`src/rtl/dfc_pkg.sv`:
```
// Shared types and constants for the linked frame descriptor fetcher.
// Assumes 32-bit descriptor words and byte addressing.
package dfc_pkg;
    localparam int WORD_W      = 32;
    localparam int REQ_LEN_W   = 5;
    localparam int CMD_SOF_BIT = 31;
    localparam int CMD_EOF_BIT = 30;
    localparam int CMD_PAL_BIT = 28;

    typedef enum logic [2:0] {
        WS_IDLE,
        WS_DESC_REQ,
        WS_DESC_RSP,
        WS_DATA_REQ,
        WS_DATA_RSP
    } walk_state_t;

    // Longest burst in words for a burst selector value.
    function automatic logic [REQ_LEN_W-1:0] burst_words(input logic [1:0] sel);
        case (sel)
            2'd0:    return REQ_LEN_W'(4);
            2'd1:    return REQ_LEN_W'(8);
            default: return REQ_LEN_W'(16);
        endcase
    endfunction
endpackage

```
`src/rtl/dfc_word_fifo.sv`:
```
// Synchronous word FIFO between the memory responses and the pixel stream.
// Assumes the writer never pushes while full; a pop while empty is ignored.
module dfc_word_fifo #(
    parameter int W     = 32,
    parameter int DEPTH = 32,
    parameter int CNT_W = $clog2(DEPTH + 1)
) (
    input  logic             clk,
    input  logic             rst_n,
    input  logic             push,
    input  logic [W-1:0]     push_data,
    input  logic             pop,
    output logic [W-1:0]     pop_data,
    output logic             empty,
    output logic             full,
    output logic [CNT_W-1:0] count
);
    localparam int PTR_W = (DEPTH > 1) ? $clog2(DEPTH) : 1;

    logic [W-1:0]     store [DEPTH];
    logic [PTR_W-1:0] wr_ptr;
    logic [PTR_W-1:0] rd_ptr;
    logic             do_pop;

    assign empty    = (count == '0);
    assign full     = (count == CNT_W'(DEPTH));
    assign do_pop   = pop && !empty;
    assign pop_data = store[rd_ptr];

    // Storage write; no reset needed on the data array.
    always_ff @(posedge clk) begin
        if (push) begin
            store[wr_ptr] <= push_data;
        end
    end

    // Pointer and occupancy bookkeeping.
    always_ff @(posedge clk) begin
        if (!rst_n) begin
            wr_ptr <= '0;
            rd_ptr <= '0;
            count  <= '0;
        end else begin
            if (push) begin
                wr_ptr <= (wr_ptr == PTR_W'(DEPTH - 1)) ? '0 : wr_ptr + 1'b1;
            end
            if (do_pop) begin
                rd_ptr <= (rd_ptr == PTR_W'(DEPTH - 1)) ? '0 : rd_ptr + 1'b1;
            end
            case ({push, do_pop})
                2'b10:   count <= count + 1'b1;
                2'b01:   count <= count - 1'b1;
                default: count <= count;
            endcase
        end
    end

    AST_NO_OVERFLOW: assert property (@(posedge clk) disable iff (!rst_n)
        push |-> !full);
endmodule

```
`src/rtl/dfc_chain_walker.sv`:
```
// Descriptor chain walker: loads four-word descriptors, issues data bursts
// sized by the burst selector and FIFO room, and follows the link word.
// Assumes one request outstanding, in-order responses that are always
// accepted, burst_sel held stable while busy, and 6 <= LEN_W <= 28.
module dfc_chain_walker
    import dfc_pkg::*;
#(
    parameter int LEN_W      = 16,
    parameter int FIFO_DEPTH = 32,
    parameter int CNT_W      = $clog2(FIFO_DEPTH + 1)
) (
    input  logic                 clk,
    input  logic                 rst_n,
    input  logic                 start_valid,
    input  logic [WORD_W-1:0]    start_addr,
    input  logic [1:0]           burst_sel,
    output logic                 req_valid,
    input  logic                 req_ready,
    output logic [WORD_W-1:0]    req_addr,
    output logic [REQ_LEN_W-1:0] req_len,
    input  logic                 rsp_valid,
    input  logic [WORD_W-1:0]    rsp_data,
    input  logic [CNT_W-1:0]     fifo_count,
    output logic                 fifo_push,
    output logic                 busy,
    output logic [WORD_W-1:0]    frame_id,
    output logic [WORD_W-1:0]    frame_addr,
    output logic                 frame_pal,
    output logic                 desc_done,
    output logic                 frame_done,
    output logic [WORD_W-1:0]    done_cmd
);
    walk_state_t          st;
    logic [WORD_W-1:0]    desc_ptr;
    logic [WORD_W-1:0]    link_q;
    logic [WORD_W-1:0]    base_q;
    logic [WORD_W-1:0]    id_q;
    logic [WORD_W-1:0]    cmd_q;
    logic [1:0]           word_idx;
    logic [LEN_W-1:0]     words_left;
    logic [REQ_LEN_W-1:0] burst_left;
    logic [WORD_W-1:0]    data_ptr;

    logic [REQ_LEN_W-1:0] burst_max;
    logic [REQ_LEN_W-1:0] burst_len;
    logic [CNT_W-1:0]     fifo_room;
    logic                 room_ok;
    logic [LEN_W-1:0]     new_len;

    // Burst length for the next data request: full burst or what remains.
    always_comb begin
        burst_max = burst_words(burst_sel);
        burst_len = (words_left < LEN_W'(burst_max)) ? words_left[REQ_LEN_W-1:0] : burst_max;
        fifo_room = CNT_W'(FIFO_DEPTH) - fifo_count;
        room_ok   = fifo_room >= CNT_W'(burst_len);
    end

    // Request port drive from the walk state.
    always_comb begin
        req_valid = (st == WS_DESC_REQ) || ((st == WS_DATA_REQ) && room_ok);
        req_addr  = (st == WS_DESC_REQ) ? desc_ptr : data_ptr;
        req_len   = (st == WS_DESC_REQ) ? REQ_LEN_W'(4) : burst_len;
    end

    // Strobes for the event unit and the FIFO.
    always_comb begin
        new_len    = rsp_data[LEN_W-1:0];
        desc_done  = (st == WS_DESC_RSP) && rsp_valid && (word_idx == 2'd3);
        fifo_push  = (st == WS_DATA_RSP) && rsp_valid;
        frame_done = (desc_done && (new_len == '0)) ||
                     (fifo_push && (words_left == LEN_W'(1)));
        done_cmd   = desc_done ? rsp_data : cmd_q;
        busy       = (st != WS_IDLE);
    end

    // Walk state machine and descriptor capture.
    always_ff @(posedge clk) begin
        if (!rst_n) begin
            st         <= WS_IDLE;
            desc_ptr   <= '0;
            link_q     <= '0;
            base_q     <= '0;
            id_q       <= '0;
            cmd_q      <= '0;
            word_idx   <= '0;
            words_left <= '0;
            burst_left <= '0;
            data_ptr   <= '0;
            frame_id   <= '0;
            frame_addr <= '0;
            frame_pal  <= 1'b0;
        end else begin
            case (st)
                WS_IDLE: begin
                    if (start_valid) begin
                        desc_ptr <= start_addr;
                        st       <= WS_DESC_REQ;
                    end
                end
                WS_DESC_REQ: begin
                    if (req_ready) begin
                        word_idx <= '0;
                        st       <= WS_DESC_RSP;
                    end
                end
                WS_DESC_RSP: begin
                    if (rsp_valid) begin
                        word_idx <= word_idx + 1'b1;
                        case (word_idx)
                            2'd0: link_q <= rsp_data;
                            2'd1: base_q <= rsp_data;
                            2'd2: id_q   <= rsp_data;
                            default: begin
                                cmd_q      <= rsp_data;
                                frame_id   <= id_q;
                                frame_addr <= base_q;
                                frame_pal  <= rsp_data[CMD_PAL_BIT];
                                words_left <= new_len;
                                data_ptr   <= base_q;
                                desc_ptr   <= link_q;
                                st         <= (new_len == '0) ? WS_DESC_REQ : WS_DATA_REQ;
                            end
                        endcase
                    end
                end
                WS_DATA_REQ: begin
                    if (req_valid && req_ready) begin
                        burst_left <= burst_len;
                        st         <= WS_DATA_RSP;
                    end
                end
                WS_DATA_RSP: begin
                    if (rsp_valid) begin
                        data_ptr   <= data_ptr + WORD_W'(4);
                        words_left <= words_left - 1'b1;
                        burst_left <= burst_left - 1'b1;
                        if (burst_left == REQ_LEN_W'(1)) begin
                            st <= (words_left == LEN_W'(1)) ? WS_DESC_REQ : WS_DATA_REQ;
                        end
                    end
                end
                default: st <= WS_IDLE;
            endcase
        end
    end

    AST_REQ_HOLD: assert property (@(posedge clk) disable iff (!rst_n)
        (req_valid && !req_ready) |=> (req_valid && $stable(req_addr) && $stable(req_len)));
    AST_REQ_LEN_LEGAL: assert property (@(posedge clk) disable iff (!rst_n)
        req_valid |-> ((req_len != '0) && (req_len <= burst_words(burst_sel))));
endmodule

```
`src/rtl/dfc_event_unit.sv`:
```
// Registers the start-of-frame, end-of-frame and underrun event pulses,
// gating each by its command bit and its enable input.
// Assumes desc_done and frame_done are single-cycle strobes.
module dfc_event_unit
    import dfc_pkg::*;
(
    input  logic              clk,
    input  logic              rst_n,
    input  logic              desc_done,
    input  logic              frame_done,
    input  logic [WORD_W-1:0] done_cmd,
    input  logic              sof_en,
    input  logic              eof_en,
    input  logic              udr_en,
    input  logic              busy,
    input  logic              px_ready,
    input  logic              fifo_empty,
    output logic              sof_irq,
    output logic              eof_irq,
    output logic              udr_irq
);
    // One-cycle event pulses, registered.
    always_ff @(posedge clk) begin
        if (!rst_n) begin
            sof_irq <= 1'b0;
            eof_irq <= 1'b0;
            udr_irq <= 1'b0;
        end else begin
            sof_irq <= desc_done && done_cmd[CMD_SOF_BIT] && sof_en;
            eof_irq <= frame_done && done_cmd[CMD_EOF_BIT] && eof_en;
            udr_irq <= udr_en && busy && px_ready && fifo_empty;
        end
    end

    AST_SOF_ISOLATED: assert property (@(posedge clk) disable iff (!rst_n)
        sof_irq |=> !sof_irq);
    AST_UDR_NEEDS_BUSY: assert property (@(posedge clk) disable iff (!rst_n)
        udr_irq |-> $past(busy));
endmodule

```
`src/rtl/dfc_fetcher.sv`:
```
// Linked frame descriptor fetcher top: chain walker, output word FIFO and
// event unit. Assumes in-order memory responses that are always accepted.
module dfc_fetcher
    import dfc_pkg::*;
#(
    parameter int LEN_W      = 16,
    parameter int FIFO_DEPTH = 32
) (
    input  logic        clk,
    input  logic        rst_n,
    input  logic        start_valid,
    input  logic [31:0] start_addr,
    input  logic [1:0]  burst_sel,
    input  logic        sof_en,
    input  logic        eof_en,
    input  logic        udr_en,
    output logic        mem_req_valid,
    input  logic        mem_req_ready,
    output logic [31:0] mem_req_addr,
    output logic [4:0]  mem_req_len,
    input  logic        mem_rsp_valid,
    input  logic [31:0] mem_rsp_data,
    output logic        px_valid,
    input  logic        px_ready,
    output logic [31:0] px_data,
    output logic        busy,
    output logic [31:0] frame_id,
    output logic [31:0] frame_addr,
    output logic        frame_pal,
    output logic        sof_irq,
    output logic        eof_irq,
    output logic        udr_irq
);
    localparam int CNT_W = $clog2(FIFO_DEPTH + 1);

    logic              fifo_push;
    logic              fifo_empty;
    logic              fifo_full;
    logic [CNT_W-1:0]  fifo_count;
    logic              desc_done;
    logic              frame_done;
    logic [WORD_W-1:0] done_cmd;

    assign px_valid = !fifo_empty;

    dfc_chain_walker #(
        .LEN_W      (LEN_W),
        .FIFO_DEPTH (FIFO_DEPTH),
        .CNT_W      (CNT_W)
    ) u_walker (
        .clk         (clk),
        .rst_n       (rst_n),
        .start_valid (start_valid),
        .start_addr  (start_addr),
        .burst_sel   (burst_sel),
        .req_valid   (mem_req_valid),
        .req_ready   (mem_req_ready),
        .req_addr    (mem_req_addr),
        .req_len     (mem_req_len),
        .rsp_valid   (mem_rsp_valid),
        .rsp_data    (mem_rsp_data),
        .fifo_count  (fifo_count),
        .fifo_push   (fifo_push),
        .busy        (busy),
        .frame_id    (frame_id),
        .frame_addr  (frame_addr),
        .frame_pal   (frame_pal),
        .desc_done   (desc_done),
        .frame_done  (frame_done),
        .done_cmd    (done_cmd)
    );

    dfc_word_fifo #(
        .W     (WORD_W),
        .DEPTH (FIFO_DEPTH),
        .CNT_W (CNT_W)
    ) u_fifo (
        .clk       (clk),
        .rst_n     (rst_n),
        .push      (fifo_push),
        .push_data (mem_rsp_data),
        .pop       (px_ready),
        .pop_data  (px_data),
        .empty     (fifo_empty),
        .full      (fifo_full),
        .count     (fifo_count)
    );

    dfc_event_unit u_events (
        .clk        (clk),
        .rst_n      (rst_n),
        .desc_done  (desc_done),
        .frame_done (frame_done),
        .done_cmd   (done_cmd),
        .sof_en     (sof_en),
        .eof_en     (eof_en),
        .udr_en     (udr_en),
        .busy       (busy),
        .px_ready   (px_ready),
        .fifo_empty (fifo_empty),
        .sof_irq    (sof_irq),
        .eof_irq    (eof_irq),
        .udr_irq    (udr_irq)
    );
endmodule

```
`config.mk`:
```
export PLATFORM = sky130hd
export DESIGN_NAME = dfc_fetcher
export DESIGN_NICKNAME = d
export VERILOG_FILES = /design/src/rtl/dfc_pkg.sv /design/src/rtl/dfc_word_fifo.sv /design/src/rtl/dfc_chain_walker.sv /design/src/rtl/dfc_event_unit.sv /design/src/rtl/dfc_fetcher.sv
export SDC_FILE = /design/constraint.sdc
export NUM_CORES = 2
export LEC_CHECK = 0
export BUFFER_PORTS_ARGS = -buffer_cell sky130_fd_sc_hd__buf_2
export CAP_MARGIN = 10
export CORE_MARGIN = 2
export CORE_UTILIZATION = 65
export DETAILED_ROUTE_END_ITERATION = 16
export PLACE_DENSITY_LB_ADDON = 0.12
export SLEW_MARGIN = 0
export SYNTH_ARGS = -nofsm -noshare
export SYNTH_HDL_FRONTEND = slang
export SYNTH_HIERARCHICAL = 1
export SYNTH_SLANG_ARGS = --single-unit
```
`constraint.sdc`:
```
create_clock -name clk -period 10.1 [get_ports clk]
set_input_delay 2.02 -clock clk [delete_from_list [all_inputs] [get_ports clk]]
set_output_delay 2.02 -clock clk [all_outputs]
set_load 0.01 [all_outputs]
```
### After elaboration in Yosys (flattened, before gate mapping)

Memory sizes are Yosys's and may differ from the RTL's. A register that Yosys moved wholly into a read port is not among the register bits.
Index checks and enable logic that the tools add are counted.

| word-level totals | value |
|---|---|
| ROM bits | 0 |
| RAM bits | 1024 |
| register bits | 302 |
| memories | 1 |
| input port bits | 75 |
| bits in latches | 0 |

| operators by class | value |
|---|---|
| eq/ne operators | 21 |
| multipliers | 0 |
| order comparisons | 2 |
| bitwise gates (word level) | 1 |
| multiplexer cells | 40 |
| reduce and logical (&&, ||, !) cells | 39 |
| div/mod/pow operators | 0 |
| add/sub/neg operators | 9 |
| shift-type cells | 0 |

Memory list:

| memory | depth | width | read ports | clocked after memory_dff | write ports | line | RTL |
|---|---|---|---|---|---|---|---|
| u_fifo.store | 32 | 32 | 1 | 1 | 1 | dfc_word_fifo.sv:20 | `logic [W-1:0] store [DEPTH];` |

Operators by type and width:

| kind | count |
|---|---|
| 32-bit 2-to-1 mux | 8 |
| 32-bit one-hot mux with 2 select lines | 2 |
| 16-bit 2-to-1 mux | 3 |
| 5-bit 2-to-1 mux | 8 |
| 32-bit by 3-bit adder with 32-bit output (second input constant) | 1 |
| 16-bit one-hot mux with 2 select lines | 1 |
| 3-bit 2-to-1 mux | 7 |
| 5-bit one-hot mux with 2 select lines | 2 |
| 3-bit AND reduction | 6 |
| 16-bit by 1-bit == test with 1-bit output (second input constant) | 1 |
| 16-bit logical NOT | 1 |
| 16-bit by 5-bit < comparator with 1-bit output | 1 |
| 16-bit by 1-bit subtractor with 16-bit output (second input constant) | 1 |
| 1-bit logical AND | 15 |
| 3-bit one-hot mux with 5 select lines | 1 |
| 2-bit != test (second input constant) | 7 |
| 6-bit one-hot mux with 2 select lines | 1 |
| 5-bit by 1-bit adder with 5-bit output (second input constant) | 2 |
| 5-bit == test (second input constant) | 2 |
| 2-bit nonzero test | 5 |
| 2-bit 2-to-1 mux | 4 |
| 4-bit AND reduction | 2 |
| 7-bit AND reduction | 1 |
| 6-bit by 1-bit adder with 6-bit output (second input constant) | 1 |
| 21 further kinds | 29 |

### Longest topological paths before layout

| depth | value |
|---|---|
| depth in word-level cells | 10 |
| depth in mapped cells | 14 |
| mapped depth without buffers | 13 |

### By module

Netlist, hierarchy kept.

Modules (own cells, without submodules):

| module | seq. area each (um^2) | area an instance (um^2) | cells each | instances |
|---|---|---|---|---|
| dfc_word_fifo | 31169.9 | 40425.0 | 2059 | 1 |
| dfc_chain_walker | 5645.4 | 12695.9 | 1610 | 1 |
| dfc_event_unit | 60.1 | 90.1 | 8 | 1 |
| dfc_fetcher | 0.0 | 3.8 | 1 | 1 |

### Worst setup path before layout

Ideal clock, no wire load.

| timing | value |
|---|---|
| path type | in2out |
| start | in burst_sel[1] |
| end | out mem_req_valid |
| arrival time | 4.205 ns |
| data required time | 8.080 ns |
| stages | 12 |
| buffers on the path | 0 |
| slack | 3.875 ns |
| cell sequence | inv_1 nand2_1 ha_1 o21ai_0 a21o_1 and3_4 ha_1 nand2b_1 a2111oi_0 nor3_1 nor3_1 nor2_1 |

| between the ends | value |
|---|---|
| longest elaborated chain between the ends | 7 |

RTL lines:

| element | line | RTL |
|---|---|---|
| start, declared | dfc_fetcher.sv:13 | `input logic [1:0] burst_sel,` |
| 2-bit by 1-bit == test with 1-bit output / 2-bit logical NOT (equally long branches) | dfc_pkg.sv:20 | `case (sel)` |
| 5-bit one-hot mux with 2 select lines (*) | dfc_pkg.sv:20 |  |
| 16-bit by 5-bit < comparator with 1-bit output | dfc_chain_walker.sv:53 | `burst_len = (words_left < LEN_W'(burst_max)) ? words_left[REQ_LEN_W-1:0] : burst_max;` |
| 5-bit 2-to-1 mux (*) | dfc_chain_walker.sv:53 |  |
| 6-bit by 5-bit greater-or-equal comparator with 1-bit output (*) | dfc_chain_walker.sv:55 | `room_ok = fifo_room >= CNT_W'(burst_len);` |
| 1-bit logical AND (*) | dfc_chain_walker.sv:60 | `req_valid = (st == WS_DESC_REQ) \|\| ((st == WS_DATA_REQ) && room_ok);` |
| 1-bit logical OR (*) | dfc_chain_walker.sv:60 |  |
| end, declared | dfc_fetcher.sv:17 | `output logic mem_req_valid,` |

Mark *: on every way between the ends. The rest lies on a longest branch, timed or not.

### Final worst setup path

Ends and elaborated chain as after synthesis.

==> out/qor.yml <==
run_status:
  status: "complete, no violations"
clock_tree:
  cts_setup_buffers: 0
  cts-resized-gates: 0
  cts.sinks: 1301
  cts_made_buffers: 121
  clk_latency_ps: 680
  root_buffer: "clkbuf_16"
  clk_pin_slew_ps: 60
  cts_hold_buffers: 0
  htreeDepth: 3
  cts_max_path_buffers: 3
  cts_tree: "done"
placed_design:
  place_congestion: 0.936
  pre_cts_slack_ps: 3300
  io_buffers: 214
  hpwl_um: 75400
floorplanning:
  io_pins: 215
  fp.dieW_um: 287
  core_area_um2: 79000
  die_y_um: 287
  rows: 103
  initial_core_util_pct: 65.7
  dieArea_um2: 82100
global_routing:
  grt_pass1_vias: 32380
  grt_max_degree: 190
  gr-usage-all-layers_pct: 33.3
  antenna_found_initial: 2
  grt_overflow_total: 0
  grt_pass1_wl_um: 202000
hold_path:
  hp-start: "u_walker/frame_id[13]"
  whs_endpoint: "u_walker/frame_id[13]"
  worstHoldPathCells: 2
  hold_path_class: "reg2reg"
route:
  vias: 32665
  wl_per_cell_um: 28.4
  drt_iter0_drc: 4591
  ant_nets: 0
  via_per_inst: 6.74
  drcViolationCount: 0
  dr.pass1.iters: 7
  drt-total-wl_um: 138000
synthesis:
  syn_area_per_cell_um2: 14.7
  syn_area_um2: 51900
  syn_inst: 3525
  syn_nets: 3628
  yosys_warnings: 6
timing:
  max_slew.worst_pin.slew_ps: 1250
  fmax_mhz: 146
  tns_ps: 0
  rsz0062_at_grt: "no"
  fin_crit_sh_pct: 67.8
  setup_ws_ps: 3250
  maxSlewHeadroom_pct: 16.8
  drv_slew: 0
  fin_crit_ps: 6850
  fin_worst_skew_ps: 23.9
  hold_viol: 0
  setup_violations: 0
critical_path:
  crit_type: "in2out"
  r2r_slack_ps: 5100
  critPathLaunchType: "primary input"
  r2r-start: "u_walker/st[2]"
  cpMaxStageDelayCell: "a2111oi_0"
  crit_chain: "buf_2, inv_1, ha_1, nor4_1, and2_1, and3_4, ha_1, nand2b_1, a2111oi_0, nor3_1, nor3_1, nor2_1, buf_2"
  worstRegToRegCells: 12
  critPathMaxStageDelay_ps: 390
  worstPathRequired_ps: 8080
  path_max_fanout: 7
  worstPathArrival_ps: 4830
  r2r-end: "u_fifo/count[4]"
  endpoint_kind: "output pin"
final_layout:
  syn2layout_area_growth_pct: 11.8
  fillers: 4787
  final_nets: 3799
  utilization_pct: 73.5
  final_common_cell: "edfxtp_1"
  drive_gt1_share_pct: 23.3
  final_cell_mix: "1,024 x edfxtp_1, 391 x nand2_1, 275 x dfxtp_1"
power:
  power_w: 0.0120
  p_leak_nw: 18.9
  ir_drop_uv: 171
  power.density_nw_per_um2: 207
run:
  maxCapViolCount: 0
[how the worst max path moves through the flow]
| stage | start | cells after the start | endpoint | slack (ps) |
|---|---|---|---|---|
| floorplan | burst_sel[1] | 12 | mem_req_valid | 3870 |
| CTS | burst_sel[1] | 13 | mem_req_valid | 3280 |
| detailed placement | burst_sel[1] | 13 | mem_req_valid | 3300 |
| finish | burst_sel[1] | 13 | mem_req_valid | 3250 |
| global placement | burst_sel[1] | 14 | mem_req_valid | 3360 |
| global route | burst_sel[1] | 13 | mem_req_valid | 3060 |
[sequential cells by signal, indices dropped and copies added, names as in the netlist, named ones only]
| name | flops |
|---|---|
| u_events/eof_irq | 1 |
| u_events/sof_irq | 1 |
| u_events/udr_irq | 1 |
| u_fifo/count | 6 |
| u_fifo/rd_ptr | 5 |
| u_fifo/store | 1024 |
| u_fifo/wr_ptr | 5 |
| u_walker/base_q | 32 |
| u_walker/burst_left | 5 |
| u_walker/cmd_q | 3 |
| u_walker/data_ptr | 32 |
| u_walker/desc_ptr | 32 |
| u_walker/frame_addr | 32 |
| u_walker/frame_id | 32 |
| u_walker/id_q | 32 |
| u_walker/link_q | 32 |
| u_walker/st | 3 |
| u_walker/word_idx | 2 |
| u_walker/words_left | 16 |
[layer usage]
metal | GRT usage, % | vias to the layer above | routed length [um] | share of wire [%]
li1 | - | 13870 | - | -
met1 | 44.8 | 16496 | 51800 | 38
met2 | 55.9 | 1974 | 68400 | 50
met3 | 5.67 | 325 | 13300 | 9.6
met4 | 11.1 | 0 | 4360 | 3.2
met5 | 0 | - | 0 | 0
[power breakdown]
part / switching (W) / internal, W / total, W
logic: 0.000944 / 0.000648 / 0.00159
registers: 0.000135 / 0.00586 / 0.00599
clock network: 0.00191 / 0.00254 / 0.00445
[critical path, delay by kind of cell]
family / cells / cell delay (ps)
simple gates: 7 / 1660
buf+inv: 3 / 340
compound gates: 1 / 390
fa+ha+maj: 2 / 420
[cell type report]
| type | count | area, um2 | share of cell area (%) |
|---|---|---|---|
| Timing Repair Buffer | 286 | 1640 | 2.82 |
| Sequential cell | 1301 | 36300 | 62.6 |
| Antenna cell | 2 | 5.00 | 0.00863 |
| Clock buffer | 161 | 3310 | 5.70 |
| Tap cell | 1050 | 1310 | 2.26 |
| Clock inverter | 63 | 569 | 0.981 |
| Inverter | 20 | 80.1 | 0.138 |
| Multi-Input combinational cell | 1966 | 14800 | 25.5 |
[metrics by stage]
step / area [um2] / cells / hold slack, ps
6_report: 58000 / 4849 / 451
5_1_grt: 58000 / 4847 / 468
4_1_cts: 58000 / 4847 / 453
3_5_place_dp: 54100 / 4623 / 445
3_3_place_gp: 54100 / 4623 / 440
2_1_floorplan: 51900 / 3525 / 431
(Power assumes the default switching activity.)
